[config.mk]
export PLATFORM = sky130hd
export DESIGN_NAME = irq_seq
export DESIGN_NICKNAME = d
export VERILOG_FILES = /design/src/rtl/irq_seq_pkg.sv /design/src/rtl/irq_seq_fsm.sv /design/src/rtl/irq_seq_stack.sv /design/src/rtl/irq_seq_ctx.sv /design/src/rtl/irq_seq.sv
export SDC_FILE = /design/constraint.sdc
export NUM_CORES = 1
export LEC_CHECK = 0
export ABC_AREA = 1
export BUFFER_PORTS_ARGS = -buffer_cell sky130_fd_sc_hd__buf_4
export CORE_ASPECT_RATIO = 0.7
export CORE_UTILIZATION = 25
export CTS_CLUSTER_SIZE = 8
export DETAILED_ROUTE_END_ITERATION = 10
export HOLD_SLACK_MARGIN = 0.15
export PLACE_DENSITY = 0.47
export SKIP_CTS_REPAIR_TIMING = 1
export SLEW_MARGIN = 5
export SYNTH_ARGS = -nofsm -noshare
export SYNTH_HDL_FRONTEND = slang
export SYNTH_SLANG_ARGS = --single-unit
[constraint.sdc]
create_clock -name clk -period 1.5 [get_ports clk]
set_input_delay 0.15 -clock clk [delete_from_list [all_inputs] [get_ports clk]]
set_output_delay 0.15 -clock clk [all_outputs]
set_load 0.02 [all_outputs]
[src/rtl/irq_seq_pkg.sv]
package irq_seq_pkg;

    typedef enum logic [2:0] {
        ST_IDLE,
        ST_ACK,
        ST_PUSH_PC,
        ST_PUSH_PSW,
        ST_VECTOR,
        ST_POP_PSW,
        ST_POP_PC,
        ST_RESUME
    } seq_state_e;

    typedef struct packed {
        logic ack;
        logic busy;
        logic capture;
        logic push;
        logic push_psw;
        logic pop;
        logic ld_vector;
        logic ld_pop_psw;
        logic ld_pop_pc;
    } seq_ctrl_t;

endpackage

[src/rtl/irq_seq_fsm.sv]
module irq_seq_fsm
    import irq_seq_pkg::*;
(
    input  logic       clk,
    input  logic       rst_n,
    input  logic       irq_req,
    input  logic       insn_end,
    input  logic       rti_req,
    input  logic       ie_now,
    output seq_state_e state,
    output seq_ctrl_t  ctrl
);

    seq_state_e state_nx;
    logic       accept;

    assign accept = insn_end && irq_req && ie_now;

    always_ff @(posedge clk or negedge rst_n) begin
        if (!rst_n) state <= ST_IDLE;
        else        state <= state_nx;
    end

    always_comb begin
        state_nx = state;
        unique case (state)
            ST_IDLE: begin
                if (rti_req)     state_nx = ST_POP_PSW;
                else if (accept) state_nx = ST_ACK;
            end
            ST_ACK:      state_nx = ST_PUSH_PC;
            ST_PUSH_PC:  state_nx = ST_PUSH_PSW;
            ST_PUSH_PSW: state_nx = ST_VECTOR;
            ST_VECTOR:   state_nx = ST_IDLE;
            ST_POP_PSW:  state_nx = ST_POP_PC;
            ST_POP_PC:   state_nx = ST_RESUME;
            ST_RESUME:   state_nx = ST_IDLE;
        endcase
    end

    always_comb begin
        ctrl = '0;
        ctrl.capture = (state == ST_IDLE) && !rti_req && accept;
        unique case (state)
            ST_IDLE: ;
            ST_ACK: begin
                ctrl.ack  = 1'b1;
                ctrl.busy = 1'b1;
            end
            ST_PUSH_PC: begin
                ctrl.busy = 1'b1;
                ctrl.push = 1'b1;
            end
            ST_PUSH_PSW: begin
                ctrl.busy     = 1'b1;
                ctrl.push     = 1'b1;
                ctrl.push_psw = 1'b1;
            end
            ST_VECTOR: begin
                ctrl.busy      = 1'b1;
                ctrl.ld_vector = 1'b1;
            end
            ST_POP_PSW: begin
                ctrl.busy = 1'b1;
                ctrl.pop  = 1'b1;
            end
            ST_POP_PC: begin
                ctrl.busy       = 1'b1;
                ctrl.pop        = 1'b1;
                ctrl.ld_pop_psw = 1'b1;
            end
            ST_RESUME: begin
                ctrl.busy      = 1'b1;
                ctrl.ld_pop_pc = 1'b1;
            end
        endcase
    end

    // acknowledge only follows a qualified boundary
    p_ack_after_boundary_r2: assert property (@(posedge clk) disable iff (!rst_n)
        (state == ST_ACK) |-> $past(insn_end && irq_req && ie_now && !rti_req));

    // acknowledge is one cycle wide
    p_ack_single_r3: assert property (@(posedge clk) disable iff (!rst_n)
        ctrl.ack |=> !ctrl.ack);

    // a return strobe in idle always starts the pop sequence
    p_rti_wins_r10: assert property (@(posedge clk) disable iff (!rst_n)
        (state == ST_IDLE && rti_req) |=> (state == ST_POP_PSW));

endmodule

[src/rtl/irq_seq_stack.sv]
module irq_seq_stack #(
    parameter int                 WORD_W    = 16,
    parameter int                 STK_AW    = 16,
    parameter logic [STK_AW-1:0]  STACK_TOP = 16'h0100
) (
    input  logic              clk,
    input  logic              rst_n,
    input  logic              push,
    input  logic              pop,
    input  logic [WORD_W-1:0] push_data,
    output logic              mem_we,
    output logic              mem_re,
    output logic [STK_AW-1:0] mem_addr,
    output logic [WORD_W-1:0] mem_wdata
);

    localparam logic [STK_AW-1:0] STEP = STK_AW'(1);

    logic [STK_AW-1:0] sp;
    logic [STK_AW-1:0] sp_dec;
    logic [STK_AW-1:0] sp_inc;

    assign sp_dec = sp - STEP;
    assign sp_inc = sp + STEP;

    always_ff @(posedge clk or negedge rst_n) begin
        if (!rst_n)    sp <= STACK_TOP;
        else if (push) sp <= sp_dec;
        else if (pop)  sp <= sp_inc;
    end

    always_comb begin
        mem_we    = push;
        mem_re    = pop && !push;
        mem_addr  = push ? sp_dec : sp;
        mem_wdata = push_data;
    end

    // pre-decrement on push
    p_push_predec_r4: assert property (@(posedge clk) disable iff (!rst_n)
        push |=> (sp == $past(sp) - STEP));

    // post-increment on pop
    p_pop_postinc_r8: assert property (@(posedge clk) disable iff (!rst_n)
        (pop && !push) |=> (sp == $past(sp) + STEP));

    // write address is one below the pointer in use
    p_write_below_r4: assert property (@(posedge clk) disable iff (!rst_n)
        mem_we |=> (sp == $past(mem_addr)));

endmodule

[src/rtl/irq_seq_ctx.sv]
module irq_seq_ctx #(
    parameter int                WORD_W       = 16,
    parameter int                IE_POS       = 15,
    parameter logic [WORD_W-1:0] HANDLER_ADDR = 16'h0040
) (
    input  logic              clk,
    input  logic              rst_n,
    input  logic              capture,
    input  logic              push_psw,
    input  logic              ld_vector,
    input  logic              ld_pop_psw,
    input  logic              ld_pop_pc,
    input  logic [WORD_W-1:0] pc_in,
    input  logic [WORD_W-1:0] psw_in,
    input  logic [WORD_W-1:0] mem_rdata,
    output logic [WORD_W-1:0] push_data,
    output logic              pc_load,
    output logic [WORD_W-1:0] pc_out,
    output logic              psw_load,
    output logic [WORD_W-1:0] psw_out
);

    localparam logic [WORD_W-1:0] IE_MASK = WORD_W'(1) << IE_POS;

    logic [WORD_W-1:0] saved_pc;
    logic [WORD_W-1:0] saved_psw;

    always_ff @(posedge clk or negedge rst_n) begin
        if (!rst_n) begin
            saved_pc  <= '0;
            saved_psw <= '0;
        end else if (capture) begin
            saved_pc  <= pc_in;
            saved_psw <= psw_in;
        end
    end

    always_comb begin
        push_data = push_psw ? saved_psw : saved_pc;
        pc_load   = ld_vector || ld_pop_pc;
        pc_out    = ld_vector ? HANDLER_ADDR : mem_rdata;
        psw_load  = ld_vector || ld_pop_psw;
        psw_out   = ld_vector ? (saved_psw & ~IE_MASK) : mem_rdata;
    end

    // the handler is entered with interrupts masked
    p_ie_clear_r5: assert property (@(posedge clk) disable iff (!rst_n)
        ld_vector |-> !psw_out[IE_POS]);

endmodule

[src/rtl/irq_seq.sv]
module irq_seq
    import irq_seq_pkg::*;
#(
    parameter int                WORD_W       = 16,
    parameter int                STK_AW       = 16,
    parameter int                IE_POS       = 15,
    parameter logic [WORD_W-1:0] HANDLER_ADDR = 16'h0040,
    parameter logic [STK_AW-1:0] STACK_TOP    = 16'h0100
) (
    input  logic              clk,
    input  logic              rst_n,
    input  logic              irq_req,
    output logic              irq_ack,
    input  logic              insn_end,
    input  logic              rti_req,
    output logic              busy,
    input  logic [WORD_W-1:0] pc_in,
    input  logic [WORD_W-1:0] psw_in,
    output logic              pc_load,
    output logic [WORD_W-1:0] pc_out,
    output logic              psw_load,
    output logic [WORD_W-1:0] psw_out,
    output logic              mem_we,
    output logic              mem_re,
    output logic [STK_AW-1:0] mem_addr,
    output logic [WORD_W-1:0] mem_wdata,
    input  logic [WORD_W-1:0] mem_rdata
);

    seq_state_e        state;
    seq_ctrl_t         ctrl;
    logic [WORD_W-1:0] push_data;

    irq_seq_fsm u_fsm (
        .clk      (clk),
        .rst_n    (rst_n),
        .irq_req  (irq_req),
        .insn_end (insn_end),
        .rti_req  (rti_req),
        .ie_now   (psw_in[IE_POS]),
        .state    (state),
        .ctrl     (ctrl)
    );

    irq_seq_ctx #(
        .WORD_W       (WORD_W),
        .IE_POS       (IE_POS),
        .HANDLER_ADDR (HANDLER_ADDR)
    ) u_ctx (
        .clk        (clk),
        .rst_n      (rst_n),
        .capture    (ctrl.capture),
        .push_psw   (ctrl.push_psw),
        .ld_vector  (ctrl.ld_vector),
        .ld_pop_psw (ctrl.ld_pop_psw),
        .ld_pop_pc  (ctrl.ld_pop_pc),
        .pc_in      (pc_in),
        .psw_in     (psw_in),
        .mem_rdata  (mem_rdata),
        .push_data  (push_data),
        .pc_load    (pc_load),
        .pc_out     (pc_out),
        .psw_load   (psw_load),
        .psw_out    (psw_out)
    );

    irq_seq_stack #(
        .WORD_W    (WORD_W),
        .STK_AW    (STK_AW),
        .STACK_TOP (STACK_TOP)
    ) u_stack (
        .clk       (clk),
        .rst_n     (rst_n),
        .push      (ctrl.push),
        .pop       (ctrl.pop),
        .push_data (push_data),
        .mem_we    (mem_we),
        .mem_re    (mem_re),
        .mem_addr  (mem_addr),
        .mem_wdata (mem_wdata)
    );

    assign irq_ack = ctrl.ack;
    assign busy    = ctrl.busy;

    // stack port never reads and writes together
    p_port_excl_r4: assert property (@(posedge clk) disable iff (!rst_n)
        !(mem_we && mem_re));

    // the acknowledge is followed by the first push
    p_push_after_ack_r4: assert property (@(posedge clk) disable iff (!rst_n)
        irq_ack |=> mem_we);

    // handler entry comes right after a stack write, at the fixed address
    p_vector_r5: assert property (@(posedge clk) disable iff (!rst_n)
        (pc_load && psw_load) |-> ($past(mem_we) && pc_out == HANDLER_ADDR));

    // busy covers the acknowledge and every stack access
    p_busy_cover_r6: assert property (@(posedge clk) disable iff (!rst_n)
        (irq_ack || mem_we || mem_re || pc_load) |-> busy);

    // a restored PC follows a stack read
    p_resume_r8: assert property (@(posedge clk) disable iff (!rst_n)
        (pc_load && !psw_load) |-> $past(mem_re));

endmodule

Yosys cells after proc, flatten, opt, wreduce, memory -nomap -nowiden
Index checks and enable logic that the tools add are counted.
{"block": "totals", "register_bits": 51, "latchBits": 0, "ramBits": 0, "romBits": 0, "in_bits": 53, "output_inout_bits": 70, "wordCells": 46, "n_memories": 0}
{"block": "op_classes", "addsub": 2, "n_mul": 0, "div_mod_pow": 0, "magnitude_cmp": 0, "n_eq_ne": 8, "shifts": 0, "n_mux": 17, "n_bitwise": 0, "reduce_logical": 15}
{"operator": "2-to-1 mux 16 bit", "count": 6}
{"operator": "one-hot mux 3 bit (7 select lines)", "count": 1}
{"operator": "adder 16 x 1 -> 16 bit (second input constant)", "count": 1}
{"operator": "subtractor 16 x 1 -> 16 bit (second input constant)", "count": 1}
{"operator": "== test 3 bit (second input constant)", "count": 4}
{"operator": "2-to-1 mux 1 bit", "count": 8}
{"operator": "OR reduction 7 bit", "count": 1}
{"operator": "== test 3 x 2 -> 1 bit (second input constant)", "count": 2}
{"operator": "2-to-1 mux 3 bit", "count": 2}
{"operator": "OR reduction 2 bit", "count": 3}
{"operator": "logical AND 1 bit", "count": 5}
{"operator": "== test 3 x 1 -> 1 bit (second input constant)", "count": 1}
{"operator": "zero test 3 bit", "count": 1}
{"operator": "inequality test 3 x 2 -> 1 bit (second input constant)", "count": 1}
{"operator": "zero test 1 bit", "count": 2}
{"operator": "logical OR 1 bit", "count": 2}
{"operator": "nonzero test 2 bit", "count": 1}

Logic depth before layout (Yosys ltp)
{"block": "depth", "depth_word": 5, "depth_mapped": 11, "depth_no_buf": 11}

By module
A second synthesis with hierarchy kept.
{"block": "hier_totals", "hier_cells": 570, "hier_area_um2": 3822.4}
{"module": "irq_seq_ctx", "n_inst": 1, "cells_each": 257, "area_each_um2": 1818.0, "seq_area_each_um2": 800.8}
{"module": "irq_seq_stack", "n_inst": 1, "cells_each": 284, "area_each_um2": 1776.7, "seq_area_each_um2": 401.6}
{"module": "irq_seq_fsm", "n_inst": 1, "cells_each": 29, "area_each_um2": 227.7, "seq_area_each_um2": 75.1}

Least setup slack after synthesis
Ideal clock, no wire load.
{"block": "synth_timing", "path_type": "reg-to-output", "start": "register u_stack.sp[0]", "end": "output port mem_addr[8]", "t_arrival_ns": 1.500, "t_required_ns": 1.350, "setup_slack_ns": -0.150, "path_stages_with_launch": 9, "n_path_buf": 0, "cell_sequence": "dfrtp_1 > inv_1 > ha_1 > nand2_1 > nor2_1 > nand3_1 > xor2_1 > nand2_1 > o21ai_0"}
{"block": "synth_via", "elab_chain_cells": 2}
{"item": "from (decl)", "line": "irq_seq_stack.sv:19", "text": "logic [STK_AW-1:0] sp;"}
{"item": "from (signal assigned)", "line": "irq_seq_stack.sv:28", "text": "else if (push) sp <= sp_dec;"}
{"item": "from (signal assigned)", "line": "irq_seq_stack.sv:29", "text": "else if (pop) sp <= sp_inc;"}
{"item": "subtractor 16 x 1 -> 16 bit", "line": "irq_seq_stack.sv:23", "text": "assign sp_dec = sp - STEP;"}
{"item": "2-to-1 mux 16 bit", "line": "irq_seq_stack.sv:35", "text": "mem_addr = push ? sp_dec : sp;"}
{"item": "to (decl)", "line": "irq_seq.sv:25", "text": "output logic [STK_AW-1:0] mem_addr,"}
Every way passes these cells.

Worst setup path after layout
{"block": "layout_timing", "start": "register u_stack.sp[1]", "end": "output port mem_addr[7]"}
The elaborated chain is that of the path after synthesis.

==> key figures <==
Layout
  • Layout Cells excl Fill: roughly 920
  • Area grow syn2layout: 111.6%
  • NumNets Final: a little over 800
  • Fill count: around 1200
  • Final core occ: 0.5428
  • Ratio of cells with drive above 1 in the final layout: 0.5768
  • Ant diodes: 0

Logic synthesis
  • Synth Flop Type: dfrtp_1
  • Synth area leader: dfrtp_1
  • Adder-cell share of the synthesized area: 0.01485
  • Top-count cell post-synth: nand2_1
  • Most instantiated cells after synthesis: nand2_1 (190), inv_1 (61), o21ai_0 (57)
  • Post-synth top area share: 0.3713
  • Syn Nets: approximately 580
  • Largest family of logic cells by synthesized area: simple AND/OR/NAND/NOR gates
  • Synth Area in Compound Gates: 0.1307
  • Yosys Warn Count: 0
  • Post-synth EDFFs: 0
  • Post-synthesis mux area share: 0
  • Cells after Synth: 518
  • Post-Syn Area: about 3400 um2
  • Seq cells post-synth: approximately 50
  • Post-synth cell types: 27
  • Synth area leaders: dfrtp_1 (37%), nand2_1 (21%), o21ai_0 (8.5%)
  • Post-synth ARST share: 1.000
  • Syn avg cell area: between 6 and 7 um2
  • Register area share after synthesis: 0.3791
  • Post-Synth Simple-Gate Area: 0.3491
  • Synth Area in XOR/XNOR: 0.007798

Run status
  • Failing checks: setup timing
  • Status: finished with violations

STA
  • Final setup TNS: -17.31 ns
  • Clock skew: 0.007665 ns
  • Final Setup Violations: 97
  • Setup ws final: -0.3519 ns
  • RSZ-0062 raised after global routing: true
  • Worst Tran Pin Value: roughly 0.37 ns
  • Tmin final: roughly 1.9 ns
  • Post-route clock period utilization: 1.235
  • Max transition margin: 0.7563
  • Final Hold Fails: 0
  • Final Max Tran Viols: 0
  • Fmax: ~0.54 GHz

Drt
  • DR WL/cell: approximately 16 um
  • Metal2 WL: between 6 and 7 mm
  • Post-route ant nets: 0
  • Via count: 4248
  • Met1 wire length: about 6.8 mm
  • Drt total wl: ~14 mm
  • First drt pass iteration count: 4
  • WL met3: 683 um
  • Post-route DRC: 0
  • DRT iter0 DRCs: between 200 and 250
  • Uppermost routed layer: met4
  • Vias per cell: ~4.6

Place
  • Hpwl dp: 8.597 mm
  • Placed cell count: 842
  • Placement Setup Slack: -0.2102 ns
  • PortBufs: about 120
  • GP Congestion: slightly below 0.9

Die
  • Core area: roughly 13000 um2
  • I/O pin count: around 120
  • Die span in x: between 100 and 150 um
  • Row Count: 35
  • Die Footprint: 13950 um2
  • Initial Utilization: 0.2565
  • Die Ht: 99.13 um

Clock network
  • Clock sink total: between 50 and 60
  • CTS tree: built
  • Clock Root Buffer: clkbuf_16
  • Clk_lat worst skew: between 0.2 and 0.3 ns
  • Longest Clk Path Bufs: 2
  • CTS clk-pin slew, worst paths: roughly 0.07 ns
  • H-tree depth: 2
  • Num CTS Buffers: 5

Setup path
  • Crit-path max FO: 8
  • Crit Path Class: reg2out
  • CP arrival: 1.70 ns
  • CP endpoint kind: primary output
  • Critical Path RT: 1.35 ns
  • Startpoint Class: flop

Global routing
  • First-pass GRT wire length: approximately 17 mm
  • Largest net degree at the start of global routing: 36
  • Tot GR Track Use: 0.1536
  • Initial antenna violation count: 0
  • Vias in the first global route: between 3000 and 4000
  • Gr ovfl total: 0

Job
  • Max_cap viols: 0

Power and ir drop
  • VDD IR-drop max: between 0.9 and 1 mV
  • Overall power: 14190 uW
  • Power per cell area: 1990 nW/um2
  • Leakage: about 0.0035 uW

Min path
  • HP Class: in2reg
-- per-stage QoR --
| step | instance area, um2 | hold slack [ns] |
|---|---|---|
| after floorplan | 3391 | -0.1456 |
| after global routing | 7131 | 0.1643 |
| after CTS | 5047 | -0.2272 |
| after global placement | 4885 | 0.09285 |
| final | 7131 | 0.1714 |
| after detailed placement | 4885 | 0.09104 |
-- placed cells by master, fill, tap and decap left out, types with 13 or more instances in the layout --
cell type,instances
nor2_4,15
nand3_1,23
buf_6,76
clkbuf_16,13
nand2_2,36
o21ai_2,43
nand2_4,35
nand2_1,120
inv_1,37
buf_12,13
dfrtp_1,43
nor2_1,26
o21ai_1,15
inv_2,23
dlygate4sd3_1,32
o21ai_4,13
buf_4,112
-- cell type report --
cell class,instances,area [um2],share of cell area
clock inverter,2,37.54,0.005264
timing repair buffer,247,2580,0.3618
tap,166,207.7,0.02913
clock buffer,5,125.1,0.01755
inverter,65,264.0,0.03702
timing repair inverter,1,11.26,0.001579
sequential,51,1286,0.1804
multi-input combinational,378,2619,0.3673
-- worst paths after layout --
check | startpoint | to | cells after the start | slack [ns]
min | rti_req | u_fsm.state[2]$_DFFE_PN0P_ | 3 | 0.17
max | u_stack.sp[1]$_DFFE_PN0P_ | mem_addr[7] | 7 | -0.35
min in group asynchronous | rst_n | u_ctx.saved_psw[13]$_DFFE_PN0P_ | 2 | 0.31
max reg2reg | u_fsm.state[2]$_DFFE_PN0P_ | u_ctx.saved_psw[12]$_DFFE_PN0P_ | 9 | -0.20
min reg2reg | u_ctx.saved_pc[10]$_DFFE_PN0P_ | u_ctx.saved_pc[10]$_DFFE_PN0P_ | 2 | 0.49
max in group asynchronous | rst_n | u_fsm.state[1]$_DFFE_PN0P_ | 3 | 0.66
-- logic make-up after synthesis --
| family | after synthesis |
|---|---|
| compound gates | 85 |
| xor+xnor | 3 |
| fa+ha+maj | 4 |
| buf+inv | 89 |
| flops | 51 |
| simple gates | 286 |
-- metal layers --
metal	global-route usage	up-vias
li1	-	2091
met1	0.2336	2043
met2	0.2304	96
met3	0.02552	18
met4	0.02174	0
met5	0	-
-- worst max-delay path, stage by stage (launching register included) --
cell	delay, ns
dfrtp_1	0.43
nor2_2	0.18
nand2_4	0.09
nor2_4	0.22
buf_4	0.16
o21ai_2	0.05
o21ai_1	0.11
buf_4	0.17
-- state kept, by name, indices dropped and copies added, names as in the netlist --
| register | count |
|---|---|
| u_ctx.saved_pc | 16 |
| u_ctx.saved_psw | 16 |
| u_fsm.state | 3 |
| u_stack.sp | 16 |
-- power breakdown --
group | switching, uW | internal, uW | leakage, uW | total, uW
logic | 5650 | 4770 | 0.00278 | 10400
clock network | 530 | 779 | 0.0000759 | 1310
registers | 501 | 1960 | 0.000614 | 2460
Power figures use the tool's default switching activity.
